[src/rtl/rtc_batt_ctrl_pkg.sv]
package rtc_batt_ctrl_pkg;
  localparam int SEL_W    = 3;
  localparam int TAP_N    = 1 << SEL_W;
  localparam int REG_W    = 8;
  localparam int EN_BIT   = 3;
  localparam int FLAG_BIT = 5;

  typedef struct packed {
    logic [SEL_W-1:0] sel;
    logic             detEn;
    logic             settled;
  } ctrlStrobe_t;
endpackage

[src/rtl/rtc_batt_regs.sv]
module rtc_batt_regs
  import rtc_batt_ctrl_pkg::*;
#(
  parameter int SETTLE_CYCLES = 50000
) (
  input  logic             clk,
  input  logic             rstN,
  input  logic             wrEn,
  input  logic [REG_W-1:0] wrData,
  output ctrlStrobe_t      ctrl
);
  localparam int CNT_W = $clog2(SETTLE_CYCLES + 1);
  localparam logic [CNT_W-1:0] CNT_MAX = CNT_W'(SETTLE_CYCLES);

  logic [SEL_W-1:0] selQ;
  logic             enQ;
  logic [CNT_W-1:0] settleCnt;

  always_ff @(posedge clk or negedge rstN) begin
    if (!rstN) begin
      selQ <= '1;
      enQ  <= 1'b0;
    end else if (wrEn) begin
      selQ <= wrData[SEL_W-1:0];
      enQ  <= wrData[EN_BIT];
    end
  end

  // Count restarts whenever the enable has been low for a cycle
  always_ff @(posedge clk or negedge rstN) begin
    if (!rstN)                 settleCnt <= '0;
    else if (!enQ)             settleCnt <= '0;
    else if (settleCnt != CNT_MAX) settleCnt <= settleCnt + 1'b1;
  end

  always_comb begin
    ctrl.sel     = selQ;
    ctrl.detEn   = enQ;
    ctrl.settled = enQ && (settleCnt == CNT_MAX);
  end

  assert_write_loads_R3: assert property (@(posedge clk) disable iff (!rstN)
    wrEn |=> (ctrl.sel == $past(wrData[SEL_W-1:0])) && (ctrl.detEn == $past(wrData[EN_BIT])));
  assert_hold_no_write_R3: assert property (@(posedge clk) disable iff (!rstN)
    !wrEn |=> $stable(ctrl.sel) && $stable(ctrl.detEn));
  assert_settled_needs_en_R5: assert property (@(posedge clk) disable iff (!rstN)
    ctrl.settled |-> ctrl.detEn);
  assert_restart_on_rise_R6: assert property (@(posedge clk) disable iff (!rstN)
    $rose(ctrl.detEn) |-> !ctrl.settled);
endmodule

[src/rtl/rtc_batt_datapath.sv]
module rtc_batt_datapath
  import rtc_batt_ctrl_pkg::*;
#(
  parameter int SYNC_STAGES = 2
) (
  input  logic             clk,
  input  logic             rstN,
  input  ctrlStrobe_t      ctrl,
  input  logic [TAP_N-1:0] taps,
  input  logic             cmpRaw,
  output logic [REG_W-1:0] rdData,
  output logic             tickOut
);
  logic [SYNC_STAGES-1:0] syncChain;
  logic                   lowFlag;

  generate
    for (genvar g = 0; g < SYNC_STAGES; g++) begin : gSync
      always_ff @(posedge clk or negedge rstN) begin
        if (!rstN) syncChain[g] <= 1'b0;
        else if (g == 0) syncChain[g] <= cmpRaw;
        else syncChain[g] <= syncChain[(g == 0) ? 0 : g-1];
      end
    end
  endgenerate

  assign lowFlag = ctrl.settled & syncChain[SYNC_STAGES-1];
  assign tickOut = taps[ctrl.sel];

  always_comb begin
    rdData                   = '0;
    rdData[SEL_W-1:0]        = ctrl.sel;
    rdData[EN_BIT]           = ctrl.detEn;
    rdData[FLAG_BIT]         = lowFlag;
  end

  assert_flag_gated_R6: assert property (@(posedge clk) disable iff (!rstN)
    !ctrl.settled |-> !rdData[FLAG_BIT]);
  assert_reserved_zero_R7: assert property (@(posedge clk) disable iff (!rstN)
    rdData[7:6] == 2'b00 && rdData[4] == 1'b0);
  assert_flag_tracks_R8: assert property (@(posedge clk) disable iff (!rstN)
    ctrl.settled && $past(ctrl.settled) && $past(ctrl.settled, 2)
      |-> rdData[FLAG_BIT] == $past(cmpRaw, 2));
endmodule

[src/rtl/rtc_batt_ctrl.sv]
module rtc_batt_ctrl
  import rtc_batt_ctrl_pkg::*;
#(
  parameter int SETTLE_CYCLES = 50000
) (
  input  logic       clk,
  input  logic       rstN,
  input  logic       wrEn,
  input  logic [7:0] wrData,
  output logic [7:0] rdData,
  input  logic [7:0] taps,
  input  logic       cmpRaw,
  output logic       detEnable,
  output logic       tickOut
);
  ctrlStrobe_t ctrl;

  rtc_batt_regs #(.SETTLE_CYCLES(SETTLE_CYCLES)) uRegs (
    .clk(clk), .rstN(rstN), .wrEn(wrEn), .wrData(wrData), .ctrl(ctrl)
  );

  rtc_batt_datapath #(.SYNC_STAGES(2)) uPath (
    .clk(clk), .rstN(rstN), .ctrl(ctrl), .taps(taps), .cmpRaw(cmpRaw),
    .rdData(rdData), .tickOut(tickOut)
  );

  assign detEnable = ctrl.detEn;

  assert_enable_pin_R4: assert property (@(posedge clk) disable iff (!rstN)
    detEnable == rdData[EN_BIT]);
endmodule

[config.mk]
export PLATFORM = sky130hd
export DESIGN_NAME = rtc_batt_ctrl
export DESIGN_NICKNAME = d
export VERILOG_FILES = /design/src/rtl/rtc_batt_ctrl_pkg.sv /design/src/rtl/rtc_batt_regs.sv /design/src/rtl/rtc_batt_datapath.sv /design/src/rtl/rtc_batt_ctrl.sv
export SDC_FILE = /design/constraint.sdc
export NUM_CORES = 1
export LEC_CHECK = 0
export ABC_AREA = 1
export BUFFER_PORTS_ARGS = -buffer_cell sky130_fd_sc_hd__buf_2
export CAP_MARGIN = 40
export CORE_ASPECT_RATIO = 1.75
export CORE_MARGIN = 2
export CORE_UTILIZATION = 52
export DETAILED_ROUTE_END_ITERATION = 12
export PLACE_DENSITY = 0.78
export SLEW_MARGIN = 20
export SYNTH_ARGS = -nofsm -noshare
export SYNTH_HDL_FRONTEND = slang
export SYNTH_SLANG_ARGS = --single-unit
[constraint.sdc]
create_clock -name clk -period 1.9 [get_ports clk]
set_clock_uncertainty 0.15 [all_clocks]
set_input_delay 0.095 -clock clk [delete_from_list [all_inputs] [get_ports clk]]
set_output_delay 0.095 -clock clk [all_outputs]
set_load 0.05 [all_outputs]
==> out/metrics.cfg, run 1 <==
[floorplan]
core_sq_mm=0.002302
ios=30
chipHeight_um=69.12
num_rows=23
start_util=0.5473
die_x_um=41.21
dieArea_sq_mm=0.002848

[pwr]
static-leakage-power_uw=0.0006838
vdd_ir_drop_max_mv=0.4494
power_density_mw_per_mm2=666.8
power_uw=1038

[final_layout]
fin_cells=230
register_area_sq_um=554.3
fillerInstances=206
finish.net_count=228
diodes=0
drive_above_1_share=0.2146
area_delta_synth_final_pct=23.54
multi_input_area_sq_um=624.3

[route]
drt_first_iter_violations=46
routed_wl_um=3194
vias=1264
drc=0
viasPerCell=5.496
dr.pass1.iters=4
wl_per_cell_um=13.89
ant_nets=0

[place]
dpl.hpwl_um=2296
dp.cells=215
port_buffers=22
globalplace.congestion=0.8500

[job]
maxCapViolations=0

[logic_synthesis]
syn_inst=171
yosysTopAreaCellShare=0.3774
ys.flop_type=dfrtp_1
syn_area_sq_mm=0.001260
ys_ff_latch=22
yosys.area_share.simple=0.3525
ys_async_sr_fraction=1.000
synth-seq-area-share=0.4399
avgSynthCellArea_sq_um=7.368
yosysMostFrequentCell=nand2_1
synth_edf_count=0
synthMuxAreaShare=0
synth_area_leader_cell=dfrtp_1
synth_top_family_by_area=simple AND/OR/NAND/NOR gates
synth.distinct_cells=24
synthAdderAreaFrac=0.01986
yosysWarnings=0
netlist_top_cells_area=dfrtp_1 38%, nand2_1 11%, nor2_1 8.9%, dfstp_2 6.3%, nand3_1 5.2%
synth_compound_area_frac=0.09037
synth_xor_area_frac=0.01390
synthTopCellsByCount=37 x nand2_1, 30 x nor2_1, 19 x dfrtp_1

[grt]
antenna_found_initial=0
overflow=0
grt_pass1_wl_um=5727
grt_pass1_vias=1340
grt_util_all_layers=0.2777
grt_max_degree=23

[sta]
rsz0062_at_grt=yes
finalCritPeriodShare=0.9930
fmax_ghz=0.5300
drv_slew=0
setup_viol=0
fin_crit_ns=1.887
hold_viol_final=0

[clocking]
insertion_delay_ns=0.26
clk_pin_slew_worst_paths_ns=0.08
cts_tree=done
h-tree-depth=1
clockRootBuffer=clkbuf_8
cts_max_path_buffers=2
cts_sinks=22
cts_buffers=3

[critical_path]
cp.arrival_ns=1.64
worstReg2RegEnd=uRegs.settleCnt[14]
r2r_slack_ns=0.27
cp-endpoint=rdData[5]
cp-end-kind=primary output
cp.required_ns=1.65
reg2reg_from=uRegs.settleCnt[0]
cp-startpoint=uRegs.settleCnt[1]
worstPathMaxFanout=5
worstRegToRegCells=8
startpoint_type=register
worstSetupPathType=register to primary output

[outcome]
status=finished clean

[hold_path]
hold_path_class=input pin to async pin

==> report_power, final <==
part,switching [uW],leakage [uW],total [uW],internal (uW)
Clock,157,0.0000288,342,185
Sequential,14.5,0.000289,503,488
Combinational,132,0.000366,194,61.6
==> metal layers <==
metal	GRT usage	vias to the layer above	wire, um
met5	0	-	0
met4	0.1290	0	127
met3	0.02572	17	79
met2	0.4601	39	1779
met1	0.3333	592	1207
li1	-	616	-
==> cells in the final DEF (no fill, tap or decap), drive strengths merged <==
master and n:
a31oi 1, dlygate4sd3 10, nand4 7, nor3 3
buf 24, a21oi 5, nand3b 1, nand2 39
nand3 13, xor2 1, dfstp 3, o22ai 2
conb 3, xnor2 1, ha 2, o21ai 14
nor2 36, inv 16, clkbuf 4, and3 1
dfrtp 19
==> how the worst min path moves through the flow <==
stage,slack (ns),endpoint,from
after floorplan,-0.35,uPath.syncChain[0],rstN
after global placement,-0.07,uRegs.settleCnt[6],rstN
after detailed placement,-0.06,uRegs.settleCnt[6],rstN
after CTS,0.19,uRegs.settleCnt[6],rstN
after global routing,0.23,uRegs.settleCnt[6],rstN
final,0.16,uRegs.settleCnt[6],rstN
==> per-stage QoR <==
stage               instance area [sq um]  worst slack [ns]    util  TNS [ns]  hold slack, ns
finish                               1556           0.01327  0.6761         0          0.1633
global route                         1556          -0.08888  0.6761  -0.08888          0.2311
CTS                                  1543           0.01333  0.6701         0          0.1885
detailed placement                   1375            0.1688  0.5973         0        -0.06253
floorplan                            1267            0.2633       -         0         -0.3506
global placement                     1375            0.2195  0.5973         0        -0.07186
==> registers in the layout (all words and copies together) (netlist names) <==
signal and flops:
uPath.syncChain 2, uRegs.enQ 1, uRegs.selQ 3, uRegs.settleCnt 16
==> worst max-delay path, cell delays in order (launching register included) <==
cell and delay [ns]:
dfrtp_1 0.43, inv_1 0.08, ha_2 0.18, nand3b_1 0.09, nor2_2 0.14, nand2_2 0.10, nor3_2 0.17, buf_6 0.19
==> cells by family (layout without fill, tap and decap cells) <==
logic type,count (synthesis),after routing
DFF,22,22
adders and majority gates,2,2
buffers and inverters,22,54
other,1,3
and+or+nand+nor,100,100
xor gates and xnor gates,2,2
AOI/OAI and AO/OA,22,22
==> cell type report <==
cell class                      count  area share
Tap cell                           25     0.02010
Sequential cell                    22      0.3561
Clock buffer                        4     0.03537
Inverter                           16     0.03859
Multi-Input combinational cell    129      0.4011
Timing Repair Buffer               34      0.1487
==> timing repair <==
action / in CTS / in global routing
setup buffers: 1 / 0
endpoints found under the setup margin: 1 / 2
hold buffers: 10 / 0
gates resized for setup: 2 / 6
endpoints found under the hold margin: 27 / 0
pin swaps: 1 / 0
Power figures use the tool's default switching activity.
==> inputs of run 2 (changes only) <==
- CORE_ASPECT_RATIO: 1.75 -> default
==> out/metrics.cfg, run 2 (synthesis results as in run 1) <==
[job]
maxCapViolations=0  ; unchanged

[final_layout]
reg_top3=uRegs.settleCnt (16), uRegs.selQ (3), uPath.syncChain (2)
area_delta_synth_final_pct=31.78
finish.net_count=240  ; +5.3%
drive_above_1_share=0.2673  ; +0.05265
layout_commonest_cell=nand2_1
largest_reg_flops=16  ; unchanged
top_register=uRegs.settleCnt
mostFrequentLayoutCells=36 x nand2_1, 28 x nor2_1, 20 x buf_2
diodes=0  ; unchanged

[critical_path]
cp_slowest_stage_delay_ns=0.47  ; +0.04 ns
r2r_slack_ns=0.20  ; -0.07 ns
cp-startpoint=uRegs.settleCnt[2]
worstSetupPathType=register to primary output
cp.required_ns=1.65  ; about the same
cp-end-kind=primary output
startpoint_type=register
worstPathMaxFanout=4  ; -1
reg2reg_from=uRegs.settleCnt[0]
worstPathCellList=nor2_2, nand3_1, nor2_2, nand2_2, nor3_2, buf_6
crit_family=simple AND/OR/NAND/NOR gates
critical_path.most_common_cell=nor2_2
cp.arrival_ns=1.72  ; +0.08 ns
path_buf_inv=1  ; -1
slowest_stage=dfrtp_2

[pwr]
power_uw=1093  ; +5.3%
power_density_mw_per_mm2=658.1  ; -1.3%
vdd_ir_drop_max_mv=0.4937  ; +9.9%
static-leakage-power_uw=0.0007467  ; +9.2%

[route]
ant_nets=0  ; unchanged
dr.pass1.iters=4  ; unchanged
vias=1398  ; +11%
drt_first_iter_violations=54  ; +17%
wl_per_cell_um=15.61  ; +12%
routed_wl_um=3825  ; +20%
drc=0  ; unchanged
viasPerCell=5.706  ; +3.8%

[clocking]
cts_sinks=22  ; unchanged
cts_tree=done
h-tree-depth=1  ; unchanged
cts_max_path_buffers=2  ; unchanged
clockRootBuffer=clkbuf_4
cts_buffers=3  ; unchanged
clk_pin_slew_worst_paths_ns=0.13  ; +0.05 ns
insertion_delay_ns=0.32  ; +0.06 ns

[floorplan]
die_x_um=53.23  ; +29%
ios=30  ; unchanged
start_util=0.5588  ; +0.01154
num_rows=17  ; -26%
core_sq_mm=0.002255  ; -2.1%
dieArea_sq_mm=0.002833  ; -0.54%
chipHeight_um=53.23  ; -23%

[sta]
hold_slack_ns=0.1020  ; -0.06139 ns
fin_crit_ns=1.967  ; +0.08023 ns
hold_viol_final=0  ; unchanged
setup_viol=1  ; +1
fmax_ghz=0.5084  ; -4.1%
drv_slew=0  ; unchanged
fin_ws_ns=-0.06696  ; -0.08023 ns
rsz0062_at_grt=yes
finalCritPeriodShare=1.035  ; +0.04222

[place]
dpl.hpwl_um=2163  ; -5.8%
globalplace.congestion=0.8636  ; +1.6%
pre_cts_ws_ns=0.1436  ; -0.02519 ns
port_buffers=22  ; unchanged

[grt]
grt_pass1_wl_um=6003  ; +4.8%
grt_util_all_layers=0.2992  ; +0.02154
grt_max_degree=23  ; unchanged
antenna_found_initial=0  ; unchanged
overflow=0  ; unchanged
grt_pass1_vias=1311  ; -2.2%

[hold_path]
hold_path_class=input pin to async pin

[outcome]
failed_checks=negative setup slack
status=finished with violations

run 2: cell count changes in the layout (fill, tap and decap cells not counted), moves of 2 or more:
cell / before / now
buf_4: 2 / 13
clkbuf_4: 0 / 3
clkbuf_8: 4 / 0
dlygate4sd3_1: 10 / 12
inv_1: 15 / 13
inv_2: 1 / 3
o21ai_0: 11 / 9
run 2: cell type report:
type	count	area, sq um
Sequential cell	22	555.5
Timing Repair Buffer	46	329.1
Clock buffer	3	22.52
Tap cell	28	35.03
Clock inverter	1	30.03
Inverter	16	60.06
Multi-Input combinational cell	129	628.1
Fill cell	163	594.3
run 2: final timing paths:
| check | to | depth (start not counted) |
|---|---|---|
| max reg2reg | uRegs.settleCnt[0] | 10 |
| max in group asynchronous | uRegs.settleCnt[2] | 2 |
| min in group clk | uPath.syncChain[1] | 0 |
| min reg2reg | uPath.syncChain[1] | 0 |
| min | uRegs.settleCnt[15] | 2 |
| max | rdData[5] | 6 |
run 2: layer usage:
layer	global-route usage	part of all wire	routed length (um)
met5	0	0	0
met1	0.3730	0.38	1435
met3	0.05085	0.059	227
met4	0.1880	0.065	250
met2	0.4753	0.50	1912
run 2: through the flow:
stage / utilization / std cells / area (sq um) / setup TNS, ns
after floorplan: - / 173 / 1267 / 0
after global placement: 0.6115 / 218 / 1379 / 0
after detailed placement: 0.6115 / 218 / 1379 / 0
after CTS: 0.7281 / 244 / 1642 / 0
after global routing: 0.7364 / 245 / 1660 / -0.2007
final: 0.7364 / 245 / 1660 / -0.06696
run 2: power breakdown:
part / internal, uW / switching, uW
combinational: 73.9 / 148
sequential: 489 / 13.1
clock: 214 / 155
total: 776 / 316
run 2: what timing repair did:
action                                 in CTS  in global routing
buffers inserted                            8                  3
resized for setup                           5                 11
endpoints found under the hold margin      27                  3
hold buffers                               14                  1
setup endpoints to repair                   1                  5
pin swaps                                   1                  1
==> inputs of run 3 (changes only) <==
- SETUP_SLACK_MARGIN: default -> 0.02
- SLEW_MARGIN: 20 -> 5
==> out/metrics.cfg, run 3 (synthesis results as in run 1) <==
[outcome]
status=finished with violations
failed_checks=negative setup slack

[grt]
grt_busiest_layer=met2
overflow=0  ; unchanged
met1_usage=0.3730  ; unchanged
grtUsageMet2=0.5021  ; +0.02675
grt_util_all_layers=0.3142  ; +0.01496
grt_pass1_wl_um=6285  ; +4.7%
grt_max_degree=23  ; unchanged
antenna_found_initial=0  ; unchanged
grt_pass1_vias=1402  ; +6.9%
use_met3=0.05650  ; +0.005650

[critical_path]
cp-end-kind=primary output
cp.required_ns=1.65  ; about the same
worstRegToRegCells=11  ; +1
reg2reg_from=uRegs.settleCnt[1]
r2r_slack_ns=0.07  ; -0.13 ns
cp.arrival_ns=1.68  ; -0.04 ns
worstPathMaxFanout=5  ; +1
worstReg2RegEnd=uRegs.settleCnt[0]
cp-endpoint=rdData[5]
worstSetupPathType=register to primary output
cp-startpoint=uRegs.settleCnt[3]
startpoint_type=register

[pwr]
pwr-share-comb=0.214  ; +0.011
p_seq_frac=0.451  ; -0.008
pwr-share-clk=0.336  ; about the same
swShare=0.2949  ; +0.005229
p_sw_uw=328.6  ; +3.8%
static-leakage-power_uw=0.0007654  ; +2.5%
vdd_ir_drop_max_mv=0.5767  ; +17%
internal-power_uw=785.8  ; +1.2%
power_density_mw_per_mm2=654.4  ; -0.55%

[floorplan]
dieArea_sq_mm=0.002833  ; unchanged
core_sq_mm=0.002255  ; unchanged
die_x_um=53.23  ; unchanged
ios=30  ; unchanged
num_rows=17  ; unchanged
chipHeight_um=53.23  ; unchanged
start_util=0.5588  ; unchanged

[final_layout]
drive_above_1_share=0.2831  ; +0.01582
mostFrequentLayoutCells=36 x nand2_1, 28 x nor2_1, 20 x buf_2
layout_commonest_cell=nand2_1
reg_top3=uRegs.settleCnt (16), uRegs.selQ (3), uPath.syncChain (2)
fin_util=0.7553  ; +0.01887
diodes=0  ; unchanged
largest_reg_flops=16  ; unchanged
area_delta_synth_final_pct=35.15
finish.net_count=242  ; +0.83%
top_register=uRegs.settleCnt

[place]
globalplace.congestion=0.8636  ; unchanged
dpl.hpwl_um=2163  ; unchanged
port_buffers=22  ; unchanged

[clocking]
h-tree-depth=1  ; unchanged
cts_tree=done
cts_max_path_buffers=2  ; unchanged
clockRootBuffer=clkbuf_4
clk_pin_slew_worst_paths_ns=0.14  ; about the same
cts_sinks=22  ; unchanged
cts_buffers=3  ; unchanged
insertion_delay_ns=0.32  ; about the same

[route]
drt_first_iter_violations=135  ; +150%
routed_wl_um=3999  ; +4.5%
ant_nets=0  ; unchanged
drc=0  ; unchanged
viasPerCell=5.826  ; +2.1%
dr.pass1.iters=6  ; +2
vias=1439  ; +2.9%
wl_per_cell_um=16.19  ; +3.7%

[sta]
rsz0062_at_grt=yes
tightest_slew_ns=0.5062
maxSlewHeadroom=0.6625
hold_slack_ns=0.09950  ; -0.002457 ns
hold_viol_final=0  ; unchanged
fin_ws_ns=-0.02249  ; +0.04447 ns
tns_ns=-0.02249  ; +0.04447 ns
finalCritPeriodShare=1.012  ; -0.02341
fin_crit_ns=1.922  ; -0.04447 ns
setup_viol=1  ; unchanged
drv_slew=0  ; unchanged
fmax_ghz=0.5202  ; +2.3%

[job]
maxCapViolations=0  ; unchanged

[hold_path]
hold_path_class=input pin to async pin

-- run 3: timing repair --
| action | CTS | global route |
|---|---|---|
| endpoints found under the hold margin | 27 | 3 |
| setup buffers | 12 | 1 |
| gates resized for setup | 8 | 12 |
| pin swaps | 3 | 3 |
| setup endpoints to repair | 1 | 6 |
| hold buffers | 14 | 1 |
-- run 3: per-layer routing --
metal | share of wire | routed length (um) | up-vias
met3 | 0.099 | 395 | 37
met2 | 0.49 | 1965 | 104
met4 | 0.068 | 272 | 0
met5 | 0 | 0 | -
li1 | - | - | 645
met1 | 0.34 | 1366 | 653
-- run 3: how the worst min path moves through the flow --
stage	end
global route	uRegs.settleCnt[4]
floorplan	uPath.syncChain[0]
finish	uRegs.settleCnt[4]
CTS	uRegs.settleCnt[9]
detailed placement	uRegs.settleCnt[12]
global placement	uRegs.settleCnt[15]
-- run 3: power by group through the flow --
stage | registers (uW) | logic (uW) | clock network (uW)
finish | 502 | 238 | 374
global placement | 510 | 164 | 0
detailed placement | 513 | 168 | 0
global route | 505 | 256 | 391
CTS | 499 | 212 | 372
floorplan | 539 | 91.6 | 0
-- run 3: layout make-up --
class | count | area, sq um
sequential | 22 | 554.3
inverter | 16 | 60.06
tap | 28 | 35.03
fill | 155 | 551.8
clock inverter | 1 | 30.03
clock buffer | 3 | 22.52
timing repair buffer | 48 | 347.8
multi-input combinational | 129 | 653.1
-- run 3: worst max-delay path, cell delays in order, from the launching register on --
cell and delay (ns):
dfrtp_1 0.49, nor2_2 0.18, nand3_1 0.11, nor2_2 0.17, nand2_2 0.10, nor3_4 0.13, buf_6 0.18
-- run 3: metrics by stage --
step,setup slack [ns],total power (uW),area (sq um),cells
global route,-0.06071,1152,1703,247
detailed placement,0.1436,680.3,1379,218
finish,-0.02249,1114,1703,247
floorplan,0.2633,630.8,1267,173
CTS,0.02158,1082,1680,248
global placement,0.2229,673.4,1379,218
